--- src/rtl/cgc_pkg.sv ---
// Shared types for the chroma gain control block.
// Assumes the mode select is presented as a 2-bit code.
package cgc_pkg;
    typedef enum logic [1:0] {
        GM_UNITY  = 2'd0,
        GM_AUTO   = 2'd1,
        GM_FIXED  = 2'd2,
        GM_FREEZE = 2'd3
    } gain_mode_e;
endpackage

--- src/rtl/cgc_burst_avg.sv ---
// Three-line burst amplitude averager.
// Keeps the two most recent strobed amplitudes. On each strobe it registers the
// mean of the new amplitude and those two, then shifts the history.
// Assumes the strobe is high for one cycle per burst-bearing line.
module cgc_burst_avg #(
    parameter int AMP_W   = 8,
    parameter int NOMINAL = 80
) (
    input  logic             clk,
    input  logic             rst_n,
    input  logic [AMP_W-1:0] amp_i,
    input  logic             amp_vld_i,
    output logic [AMP_W-1:0] avg_o
);
    localparam int SUM_W = AMP_W + 2;
    localparam logic [AMP_W-1:0] NOM_V = AMP_W'(NOMINAL);

    logic [AMP_W-1:0] hist_q [2];
    logic [AMP_W-1:0] avg_q;
    logic [SUM_W-1:0] sum_c;

    // Sum of the new amplitude and the two stored ones.
    always_comb begin
        sum_c = SUM_W'(amp_i) + SUM_W'(hist_q[0]) + SUM_W'(hist_q[1]);
    end

    // Update the history and the average only on strobed lines.
    always_ff @(posedge clk) begin
        if (!rst_n) begin
            hist_q[0] <= NOM_V;
            hist_q[1] <= NOM_V;
            avg_q     <= NOM_V;
        end else if (amp_vld_i) begin
            hist_q[0] <= amp_i;
            hist_q[1] <= hist_q[0];
            avg_q     <= AMP_W'(sum_c / SUM_W'(3));
        end
    end

    assign avg_o = avg_q;

    AST_HOLD_NO_STROBE: assert property (@(posedge clk) disable iff (!rst_n)
        !amp_vld_i |=> $stable(avg_q));
endmodule

--- src/rtl/cgc_gain_select.sv ---
// Gain source selection.
// Computes the automatic gain from the burst average and clamps the fixed
// register. It keeps a frozen copy of the automatic gain, which it refreshes
// on every cycle that is not in freeze mode. It then drives the gain of the
// selected mode. Gain is unsigned Q2.FRAC.
module cgc_gain_select
    import cgc_pkg::*;
#(
    parameter int AMP_W   = 8,
    parameter int GAIN_W  = 8,
    parameter int FRAC    = 6,
    parameter int NOMINAL = 80
) (
    input  logic              clk,
    input  logic              rst_n,
    input  logic [1:0]        mode_i,
    input  logic [GAIN_W-1:0] fixed_i,
    input  logic [AMP_W-1:0]  avg_i,
    output logic [GAIN_W-1:0] gain_o
);
    localparam int QW = AMP_W + FRAC + 2;
    localparam logic [QW-1:0]     NUM   = QW'(NOMINAL) << FRAC;
    localparam logic [GAIN_W-1:0] GMIN  = GAIN_W'(1 << (FRAC - 1));
    localparam logic [GAIN_W-1:0] GMAX  = {GAIN_W{1'b1}};
    localparam logic [GAIN_W-1:0] UNITY = GAIN_W'(1 << FRAC);

    gain_mode_e        mode;
    logic [QW-1:0]     quot_c;
    logic [GAIN_W-1:0] auto_c;
    logic [GAIN_W-1:0] fixed_c;
    logic [GAIN_W-1:0] frz_q;

    assign mode = gain_mode_e'(mode_i);

    // Automatic gain: nominal over average, clamped; a zero average gives the maximum.
    always_comb begin
        quot_c = '0;
        if (avg_i == '0) begin
            auto_c = GMAX;
        end else begin
            quot_c = NUM / QW'(avg_i);
            if (quot_c < QW'(GMIN))      auto_c = GMIN;
            else if (quot_c > QW'(GMAX)) auto_c = GMAX;
            else                         auto_c = quot_c[GAIN_W-1:0];
        end
    end

    // Fixed gain: raise values below the minimum.
    always_comb begin
        fixed_c = (fixed_i < GMIN) ? GMIN : fixed_i;
    end

    // Frozen copy: track the automatic gain until freeze mode is entered.
    always_ff @(posedge clk) begin
        if (!rst_n)                 frz_q <= UNITY;
        else if (mode != GM_FREEZE) frz_q <= auto_c;
    end

    // Drive the gain of the selected mode.
    always_comb begin
        unique case (mode)
            GM_UNITY:  gain_o = UNITY;
            GM_AUTO:   gain_o = auto_c;
            GM_FIXED:  gain_o = fixed_c;
            default:   gain_o = frz_q;
        endcase
    end

    AST_GAIN_BOUNDS: assert property (@(posedge clk) disable iff (!rst_n)
        (mode != GM_UNITY) |-> (gain_o >= GMIN));
    AST_ZERO_AVG_MAX: assert property (@(posedge clk) disable iff (!rst_n)
        (mode == GM_AUTO && avg_i == '0) |-> (gain_o == GMAX));
    AST_FREEZE_HOLD: assert property (@(posedge clk) disable iff (!rst_n)
        (mode == GM_FREEZE) |=> (mode != GM_FREEZE || $stable(gain_o)));
endmodule

--- src/rtl/cgc_scaler.sv ---
// One colour-difference channel scaler.
// Multiplies the offset from the midpoint by the gain, rounds at FRAC bits,
// restores the midpoint and clips to the legal range. One register stage.
module cgc_scaler #(
    parameter int DATA_W  = 8,
    parameter int GAIN_W  = 8,
    parameter int FRAC    = 6,
    parameter int CLIP_LO = 16,
    parameter int CLIP_HI = 240
) (
    input  logic              clk,
    input  logic              rst_n,
    input  logic [DATA_W-1:0] sample_i,
    input  logic [GAIN_W-1:0] gain_i,
    output logic [DATA_W-1:0] sample_o
);
    localparam int PW  = DATA_W + GAIN_W + 4;
    localparam int MID = 1 << (DATA_W - 1);
    localparam logic signed [PW-1:0] MID_S  = PW'(MID);
    localparam logic signed [PW-1:0] HALF_S = PW'(1 << (FRAC - 1));
    localparam logic signed [PW-1:0] LO_S   = PW'(CLIP_LO);
    localparam logic signed [PW-1:0] HI_S   = PW'(CLIP_HI);
    localparam logic [DATA_W-1:0] LO_V  = DATA_W'(CLIP_LO);
    localparam logic [DATA_W-1:0] HI_V  = DATA_W'(CLIP_HI);
    localparam logic [DATA_W-1:0] MID_V = DATA_W'(MID);

    logic signed [PW-1:0] diff_c, gain_c, prod_c, res_c;
    logic [DATA_W-1:0]    clip_c, out_q;

    // Offset, multiply, round, re-centre and clip.
    always_comb begin
        diff_c = $signed({{(PW-DATA_W){1'b0}}, sample_i}) - MID_S;
        gain_c = $signed({{(PW-GAIN_W){1'b0}}, gain_i});
        prod_c = diff_c * gain_c;
        res_c  = ((prod_c + HALF_S) >>> FRAC) + MID_S;
        if (res_c < LO_S)      clip_c = LO_V;
        else if (res_c > HI_S) clip_c = HI_V;
        else                   clip_c = res_c[DATA_W-1:0];
    end

    // Output register.
    always_ff @(posedge clk) begin
        if (!rst_n) out_q <= MID_V;
        else        out_q <= clip_c;
    end

    assign sample_o = out_q;

    AST_OUT_RANGE: assert property (@(posedge clk) disable iff (!rst_n)
        (out_q >= LO_V) && (out_q <= HI_V));
endmodule

--- src/rtl/chroma_gain_ctrl.sv ---
// Chroma gain control top.
// Averages the burst amplitude, selects the gain by mode, and scales Cb and Cr
// through two identical scaler channels. The output samples lag the input by
// one cycle. gain_o is combinational from registered state and the mode and
// fixed-gain inputs.
module chroma_gain_ctrl
    import cgc_pkg::*;
#(
    parameter int DATA_W  = 8,
    parameter int AMP_W   = 8,
    parameter int GAIN_W  = 8,
    parameter int FRAC    = 6,
    parameter int NOMINAL = 80
) (
    input  logic              clk,
    input  logic              rst_n,
    input  logic [1:0]        mode_i,
    input  logic [GAIN_W-1:0] fixed_gain_i,
    input  logic [AMP_W-1:0]  burst_amp_i,
    input  logic              burst_vld_i,
    input  logic [DATA_W-1:0] cb_i,
    input  logic [DATA_W-1:0] cr_i,
    output logic [DATA_W-1:0] cb_o,
    output logic [DATA_W-1:0] cr_o,
    output logic [GAIN_W-1:0] gain_o
);
    localparam int NCH = 2;

    logic [AMP_W-1:0]  avg;
    logic [GAIN_W-1:0] gain;
    logic [DATA_W-1:0] ch_in  [NCH];
    logic [DATA_W-1:0] ch_out [NCH];

    cgc_burst_avg #(.AMP_W(AMP_W), .NOMINAL(NOMINAL)) u_avg (
        .clk(clk), .rst_n(rst_n), .amp_i(burst_amp_i),
        .amp_vld_i(burst_vld_i), .avg_o(avg)
    );

    cgc_gain_select #(.AMP_W(AMP_W), .GAIN_W(GAIN_W), .FRAC(FRAC),
                      .NOMINAL(NOMINAL)) u_sel (
        .clk(clk), .rst_n(rst_n), .mode_i(mode_i), .fixed_i(fixed_gain_i),
        .avg_i(avg), .gain_o(gain)
    );

    assign ch_in[0] = cb_i;
    assign ch_in[1] = cr_i;

    for (genvar c = 0; c < NCH; c++) begin : g_ch
        cgc_scaler #(.DATA_W(DATA_W), .GAIN_W(GAIN_W), .FRAC(FRAC)) u_scl (
            .clk(clk), .rst_n(rst_n), .sample_i(ch_in[c]),
            .gain_i(gain), .sample_o(ch_out[c])
        );
    end

    assign cb_o   = ch_out[0];
    assign cr_o   = ch_out[1];
    assign gain_o = gain;

    AST_UNITY_PASS: assert property (@(posedge clk) disable iff (!rst_n)
        (gain_mode_e'(mode_i) == GM_UNITY && cb_i >= DATA_W'(16) && cb_i <= DATA_W'(240))
        |=> (cb_o == $past(cb_i)));
endmodule

--- config.mk ---
export PLATFORM = sky130hd
export DESIGN_NAME = chroma_gain_ctrl
export DESIGN_NICKNAME = d
export VERILOG_FILES = /design/src/rtl/cgc_pkg.sv /design/src/rtl/cgc_burst_avg.sv /design/src/rtl/cgc_gain_select.sv /design/src/rtl/cgc_scaler.sv /design/src/rtl/chroma_gain_ctrl.sv
export SDC_FILE = /design/constraint.sdc
export NUM_CORES = 1
export LEC_CHECK = 0
export BUFFER_PORTS_ARGS = -buffer_cell sky130_fd_sc_hd__buf_2
export CAP_MARGIN = 20
export CELL_PAD_IN_SITES_DETAIL_PLACEMENT = 0
export CELL_PAD_IN_SITES_GLOBAL_PLACEMENT = 1
export CORE_MARGIN = 2
export CORE_UTILIZATION = 39
export CTS_CLUSTER_SIZE = 20
export DETAILED_ROUTE_END_ITERATION = 8
export HOLD_SLACK_MARGIN = 0.02
export PLACE_DENSITY_LB_ADDON = 0.1
export SETUP_SLACK_MARGIN = 0.02
export SKIP_CTS_REPAIR_TIMING = 1
export SYNTH_ARGS = -nofsm -noshare
export SYNTH_HDL_FRONTEND = slang
export SYNTH_SLANG_ARGS = --single-unit
--- constraint.sdc ---
create_clock -name clk -period 37 [get_ports clk]
set_input_delay 7.4 -clock clk [delete_from_list [all_inputs] [get_ports clk]]
set_output_delay 7.4 -clock clk [all_outputs]
set_load 0.01 [all_outputs]
Word level (Yosys, flattened, before mapping)
Memory sizes are Yosys's and may differ from the RTL's.
Index checks and enable logic that the tools add are counted.
{"block": "word_totals", "register_bits": 32, "ram_bits": 16, "in_bits": 37, "output_inout_bits": 24, "elab_cells": 55, "n_memories": 1}
{"memory": "u_avg.hist_q", "depth": 2, "width": 8, "read_ports": 2, "rd_clocked_by_memory_dff": 0, "write_ports": 2, "line_no": "cgc_burst_avg.sv:18", "source": "logic [AMP_W-1:0] hist_q [2];"}
{"block": "classes", "addsub": 8, "multipliers": 2, "div": 2, "order_cmp": 7, "eq_ne": 3, "n_mux": 15, "n_bitwise": 3, "reduce_logical": 6}
{"op": "$mux 8", "count": 10}
{"op": "$add 20x7->20 const B", "count": 2}
{"op": "$gt 20x9->1 const B", "count": 2}
{"op": "$lt 20x6->1 const B", "count": 2}
{"op": "$mul 20x9->20", "count": 2}
{"op": "$add 14x9->15 const B", "count": 2}
{"op": "$pmux 8 s3", "count": 1}
{"op": "$sub 8x8->9 const B", "count": 2}
{"op": "$div 13x8->16 const A", "count": 1}
{"op": "$gt 16x8->1 const B", "count": 1}
{"op": "$lt 16x6->1 const B", "count": 1}
{"op": "$add 10x8->10", "count": 1}
{"op": "$div 10x2->10 const B", "count": 1}
{"op": "$add 8x8->9", "count": 1}
{"op": "$logic_not 8->1", "count": 1}
{"op": "$lt 8x6->1 const B", "count": 1}
{"op": "$reduce_or 3->1", "count": 2}
{"op": "$mux 1", "count": 4}
{"op": "$reduce_or 2->1", "count": 2}
{"op": "$eq 2x1->1 const B", "count": 1}
{"op": "$eq 2x2->1 const B", "count": 1}
{"op": "$logic_not 2->1", "count": 1}
{"op": "$ne 2x2->1 const B", "count": 1}
{"op": "$or 1x1->1", "count": 2}
{"op": "$not 1->1", "count": 1}

Logic depth before layout (Yosys ltp)
{"block": "depth", "word_depth": 12, "mapped_depth": 181, "mapped_depth_nobuf": 167}

By module
A second synthesis with hierarchy kept.
{"block": "hier_totals", "hier_cells": 1868, "hier_area_um2": 15446.1}
{"mod": "cgc_gain_select", "n_inst": 1, "cells_each": 849, "area_each_um2": 6104.6, "seq_area_each_um2": 160.2}
{"mod": "cgc_scaler at g_ch[1].u_scl", "n_inst": 1, "cells_each": 386, "area_each_um2": 3574.7, "seq_area_each_um2": 160.2}
{"mod": "cgc_scaler at g_ch[0].u_scl", "n_inst": 1, "cells_each": 367, "area_each_um2": 3393.3, "seq_area_each_um2": 160.2}
{"mod": "cgc_burst_avg", "n_inst": 1, "cells_each": 266, "area_each_um2": 2373.5, "seq_area_each_um2": 640.6}

Worst setup path before layout
No wires, ideal clock.
{"block": "synth_timing", "kind": "reg2out", "start": "register u_avg.avg_q[0] (netlist: u_avg.avg_o[0])", "end": "output gain_o[0]", "arrival_time_ps": 27479, "required_time_ps": 29600, "path_slack_ps": 2121, "stages_incl_launch_ff": 141, "path_buffers": 14, "cell_sequence": "dfxtp_1 -> buf_2 -> inv_1 -> clkbuf_1 -> ha_1 -> buf_2 -> nor3b_1 -> and2_1 -> ha_1 -> or3b_1 -> o32a_1 -> nor2_1 -> ha_1 -> nand2_1 -> o21ai_2 -> mux2i_1 -> nor2_1 -> ha_1 -> [105 not listed] -> nand2b_1 -> and2_1 -> o21ai_0 -> and2_1 -> o21ai_0 -> nor4_2 -> clkbuf_1 -> nand2_1 -> o31ai_1 -> ha_1 -> a21o_1 -> a21o_1 -> a211o_1 -> o21bai_1 -> nor4_1 -> a211oi_1 -> nor2_1 -> inv_1"}
{"block": "synth_between", "elab_chain_len": 6, "elab_cells_between_ends": 8, "classes_between": "1 x div; 2 x order compare; 4 x mux; 1 x reduce/logical"}
{"element": "start, declared", "line_no": "cgc_burst_avg.sv:19", "source": "logic [AMP_W-1:0] avg_q;"}
{"element": "start signal, assigned", "line_no": "cgc_burst_avg.sv:36", "source": "avg_q <= AMP_W'(sum_c / SUM_W'(3));"}
{"element": "$div 13x8->16", "line_no": "cgc_gain_select.sv:41", "source": "quot_c = NUM / QW'(avg_i);"}
{"element": "$gt 16x8->1", "line_no": "cgc_gain_select.sv:43", "source": "else if (quot_c > QW'(GMAX)) auto_c = GMAX;"}
{"element": "$mux 8", "line_no": "cgc_gain_select.sv:43"}
{"element": "$mux 8", "line_no": "cgc_gain_select.sv:42", "source": "if (quot_c < QW'(GMIN)) auto_c = GMIN;"}
{"element": "$mux 8 *", "line_no": "cgc_gain_select.sv:38", "source": "if (avg_i == '0) begin"}
{"element": "$pmux 8 s3 *", "line_no": "cgc_gain_select.sv:61", "source": "unique case (mode)"}
{"element": "end, declared", "line_no": "chroma_gain_ctrl.sv:25", "source": "output logic [GAIN_W-1:0] gain_o"}
Mark *: on every way between the ends. The rest lies on a longest branch, timed or not.

Final worst setup path
{"block": "layout_timing", "start": "register u_avg.avg_q[6] (netlist: u_avg.avg_o[6])", "end": "output gain_o[0]"}
Same word-level chain as after synthesis.

==> impl_metrics.yaml <==
die:
  ios: 61
  die_x_um: 198
  fp.dieArea_um2: 39100
  initial_utilization_pct: 39.8
  placeableCoreArea_um2: 36800
  rows: 70
  fp.dieH_um: 198
clock_tree:
  insertion_delay_ps: 330
  htree_levels: 2
  clkTransAtPathRegs_ps: 80
  cts_buffer_depth: 2
  numCtsBuffers: 5
  cts_tree: "built"
  root_buffer: "clkbuf_16"
  cts.sinks: 48
route:
  via_count: 13300
  drt_first_pass_iters: 5
  ant_nets: 0
  drtIter0Drc: 805
  routedWlPerCell_um: 17.4
  wirelength_um: 41500
  avgViaCountPerCell: 5.56
  post-route-drc-count: 0
global_route:
  antenna_found_initial: 1
  grt_max_degree: 33
  grt_pass1_vias: 12700
  overflow: 0
  grtUsageTotal_pct: 21.5
  grt_pass1_wl_um: 66900
timing:
  drv_slew: 0
  fmax_mhz: 28.5
  finalHoldViolations: 0
  setup_viol: 0
  period_share_pct: 94.9
  finalClockSkew_ps: 13.6
  fin_crit_ps: 35100
  tightest_slew_ps: 1060
  relSlewSlack_pct: 29.1
worst_hold_path:
  holdPathEnd: "u_sel.frz_q[0]"
  hold_start: "u_sel.frz_q[0]"
  hold_depth: 2
  hold_path_class: "flip-flop to flip-flop"
cells_and_area:
  final_nets: 2265
  stdcell_count: 2383
  diodes: 0
  regArea_um2: 1120
  drive_gt1_share_pct: 9.71
  fill_cells: 3743
  multi_input_area_um2: 12700
  area_growth_syn_to_layout_pct: 8.53
logic_synthesis:
  synthArstFlopShare_pct: 0
  ys.flop_type: "dfxtp_1"
  syn_area_um2: 14600
  ys_seq_elements: 48
  yosysSeqAreaShare_pct: 7.65
  syn_nets: 2208
  yosys_warnings: 0
  netlist_instances: 1857
  syn_area_per_cell_um2: 7.89
  synth_edf_count: 16
  yosysUniqueCellTypes: 90
placed_design:
  gp_congestion: 0.861
  hpwl_um: 33400
  portBuffers: 60
  dp.cells: 2365
worst_setup_path:
  crit_path_top_delay_cell: "or3_1"
  critPathMaxStageDelay_ps: 430
  rrSetupSlack_ps: 3170
  rr_worst_depth: 162
  crit_fanout: 11
  cp.arrival_ps: 27700
  regToRegStartpoint: "u_avg.avg_o[6]"
  rr_endpoint: "g_ch[1].u_scl.sample_o[3]"
  end_kind: "primary output"
  required_ps: 29600
  crit_type: "flip-flop to primary output"
  cp-start-kind: "flip-flop"
outcome:
  outcome: "finished clean"
flow_run:
  cap_violations: 0
-- critical path: cells and delay by family (launching register included) --
| kind | cells | cell delay, ps |
|---|---|---|
| muxes | 2 | 530 |
| and+or+nand+nor | 43 | 7310 |
| adders and majority gates | 14 | 4500 |
| DFF | 1 | 370 |
| AOI/OAI and AO/OA | 68 | 12730 |
| buffers and inverters | 10 | 1930 |
-- cell families (layout without fill, tap and decap cells) --
logic type               count (synthesis)  count (layout)  synth area share [%]
flip-flops                              48              48                  7.65
AND/OR/NAND/NOR                        628             628                  22.0
buffers and inverters                  260             318                  6.84
multiplexers                            36              36                  2.61
XOR/XNOR                                89              89                  5.32
AO/OA/AOI/OAI                          482             482                  22.7
adder cells (fa/ha/maj)                314             314                  32.9
-- cells in the mapped netlist (all sizes together), types with 15 or more instances --
master,n,area (um2)
mux2,18,203
nand2,135,507
and3,23,144
o21bai,19,143
xnor2,60,526
o31ai,22,170
nor4,15,113
xor2,29,254
nor2,155,587
nand2b,44,275
ha,196,2450
a21oi,102,526
clkbuf,34,128
a21o,49,368
nand4,17,106
a31oi,16,106
inv,215,807
nor2b,43,269
dfxtp,32,641
fa,118,2360
edfxtp,16,480
and2,74,463
nand3,27,153
a211oi,24,193
o21a,27,203
nor3,45,230
o211ai,15,113
mux2i,18,180
o21ai,98,494
-- layout by cell type (no fill, tap or decap), drive strengths merged, types with 11 or more instances in the layout --
cell type / synthesis / layout
xor2: 29 / 29
nand4: 17 / 17
nor2b: 43 / 43
nor3: 45 / 45
nor2: 155 / 155
ha: 196 / 196
a211oi: 24 / 24
mux2: 18 / 18
buf: 11 / 95
dfxtp: 32 / 32
nand3: 27 / 27
or2: 11 / 11
a21o: 49 / 49
nand2: 135 / 135
mux2i: 18 / 18
and3: 23 / 23
o211ai: 15 / 15
o31ai: 22 / 22
edfxtp: 16 / 16
fa: 118 / 118
nand2b: 44 / 44
a31oi: 16 / 16
and2: 74 / 74
or3: 11 / 11
o21bai: 19 / 19
nor4: 15 / 15
xnor2: 60 / 60
o21a: 27 / 27
inv: 215 / 216
a21oi: 102 / 102
o21ai: 98 / 98
-- state kept, by name, summed over array words and instances (netlist names) --
name	flops
u_sel.frz_q	8
g_ch.u_scl.sample_o	16
u_avg.avg_o	8
u_avg.hist_q	16
-- how the worst max path moves through the flow --
| stage | cells past startpoint | slack [ps] | end | from |
|---|---|---|---|---|
| 6_report | 137 | 1900 | gain_o[0] | u_avg.avg_o[6] |
| 5_1_grt | 138 | -150 | gain_o[0] | u_avg.avg_o[6] |
| 4_1_cts | 136 | -610 | gain_o[0] | u_avg.avg_o[6] |
| 3_5_place_dp | 137 | -80 | gain_o[0] | u_avg.avg_o[6] |
| 3_3_place_gp | 136 | 690 | gain_o[0] | u_avg.avg_o[6] |
| 2_1_floorplan | 140 | 2120 | gain_o[0] | u_avg.avg_o[0] |
-- stage by stage --
| stage | area (um2) | hold WS (ps) | setup slack [ps] | utilization [%] | setup TNS, ps |
|---|---|---|---|---|---|
| finish | 15900 | 467 | 1900 | 43.2 | 0 |
| global route | 15900 | 478 | -154 | 43.2 | -154 |
| CTS | 15700 | 462 | -610 | 42.6 | -610 |
| detailed placement | 15500 | 451 | -80.6 | 42.2 | -80.6 |
| global placement | 15500 | 447 | 688 | 42.2 | 0 |
| floorplan | 14600 | 428 | 2120 | - | 0 |
-- final cells by class --
cell class                      instances  area share, %
Clock buffer                            5          0.787
Clock inverter                          3          0.110
Inverter                              215           5.08
Multi-Input combinational cell       1549           79.7
Sequential cell                        48           7.05
Tap cell                              468           3.68
Timing Repair Buffer                   95           3.54
-- layer usage --
metal | part of all wire, % | global-route usage, % | routed length, um | vias to the layer above
met3 | 3.5 | 2.54 | 1450 | 23
met1 | 51 | 31.7 | 21300 | 6344
met2 | 44 | 34.0 | 18300 | 217
li1 | - | - | - | 6667
met5 | 0.031 | 0 | 13 | -
met4 | 1.0 | 3.37 | 420 | 2
Power is not shown: default switching activity piles up to over one toggle a cycle in this logic, so the estimate is an artifact.
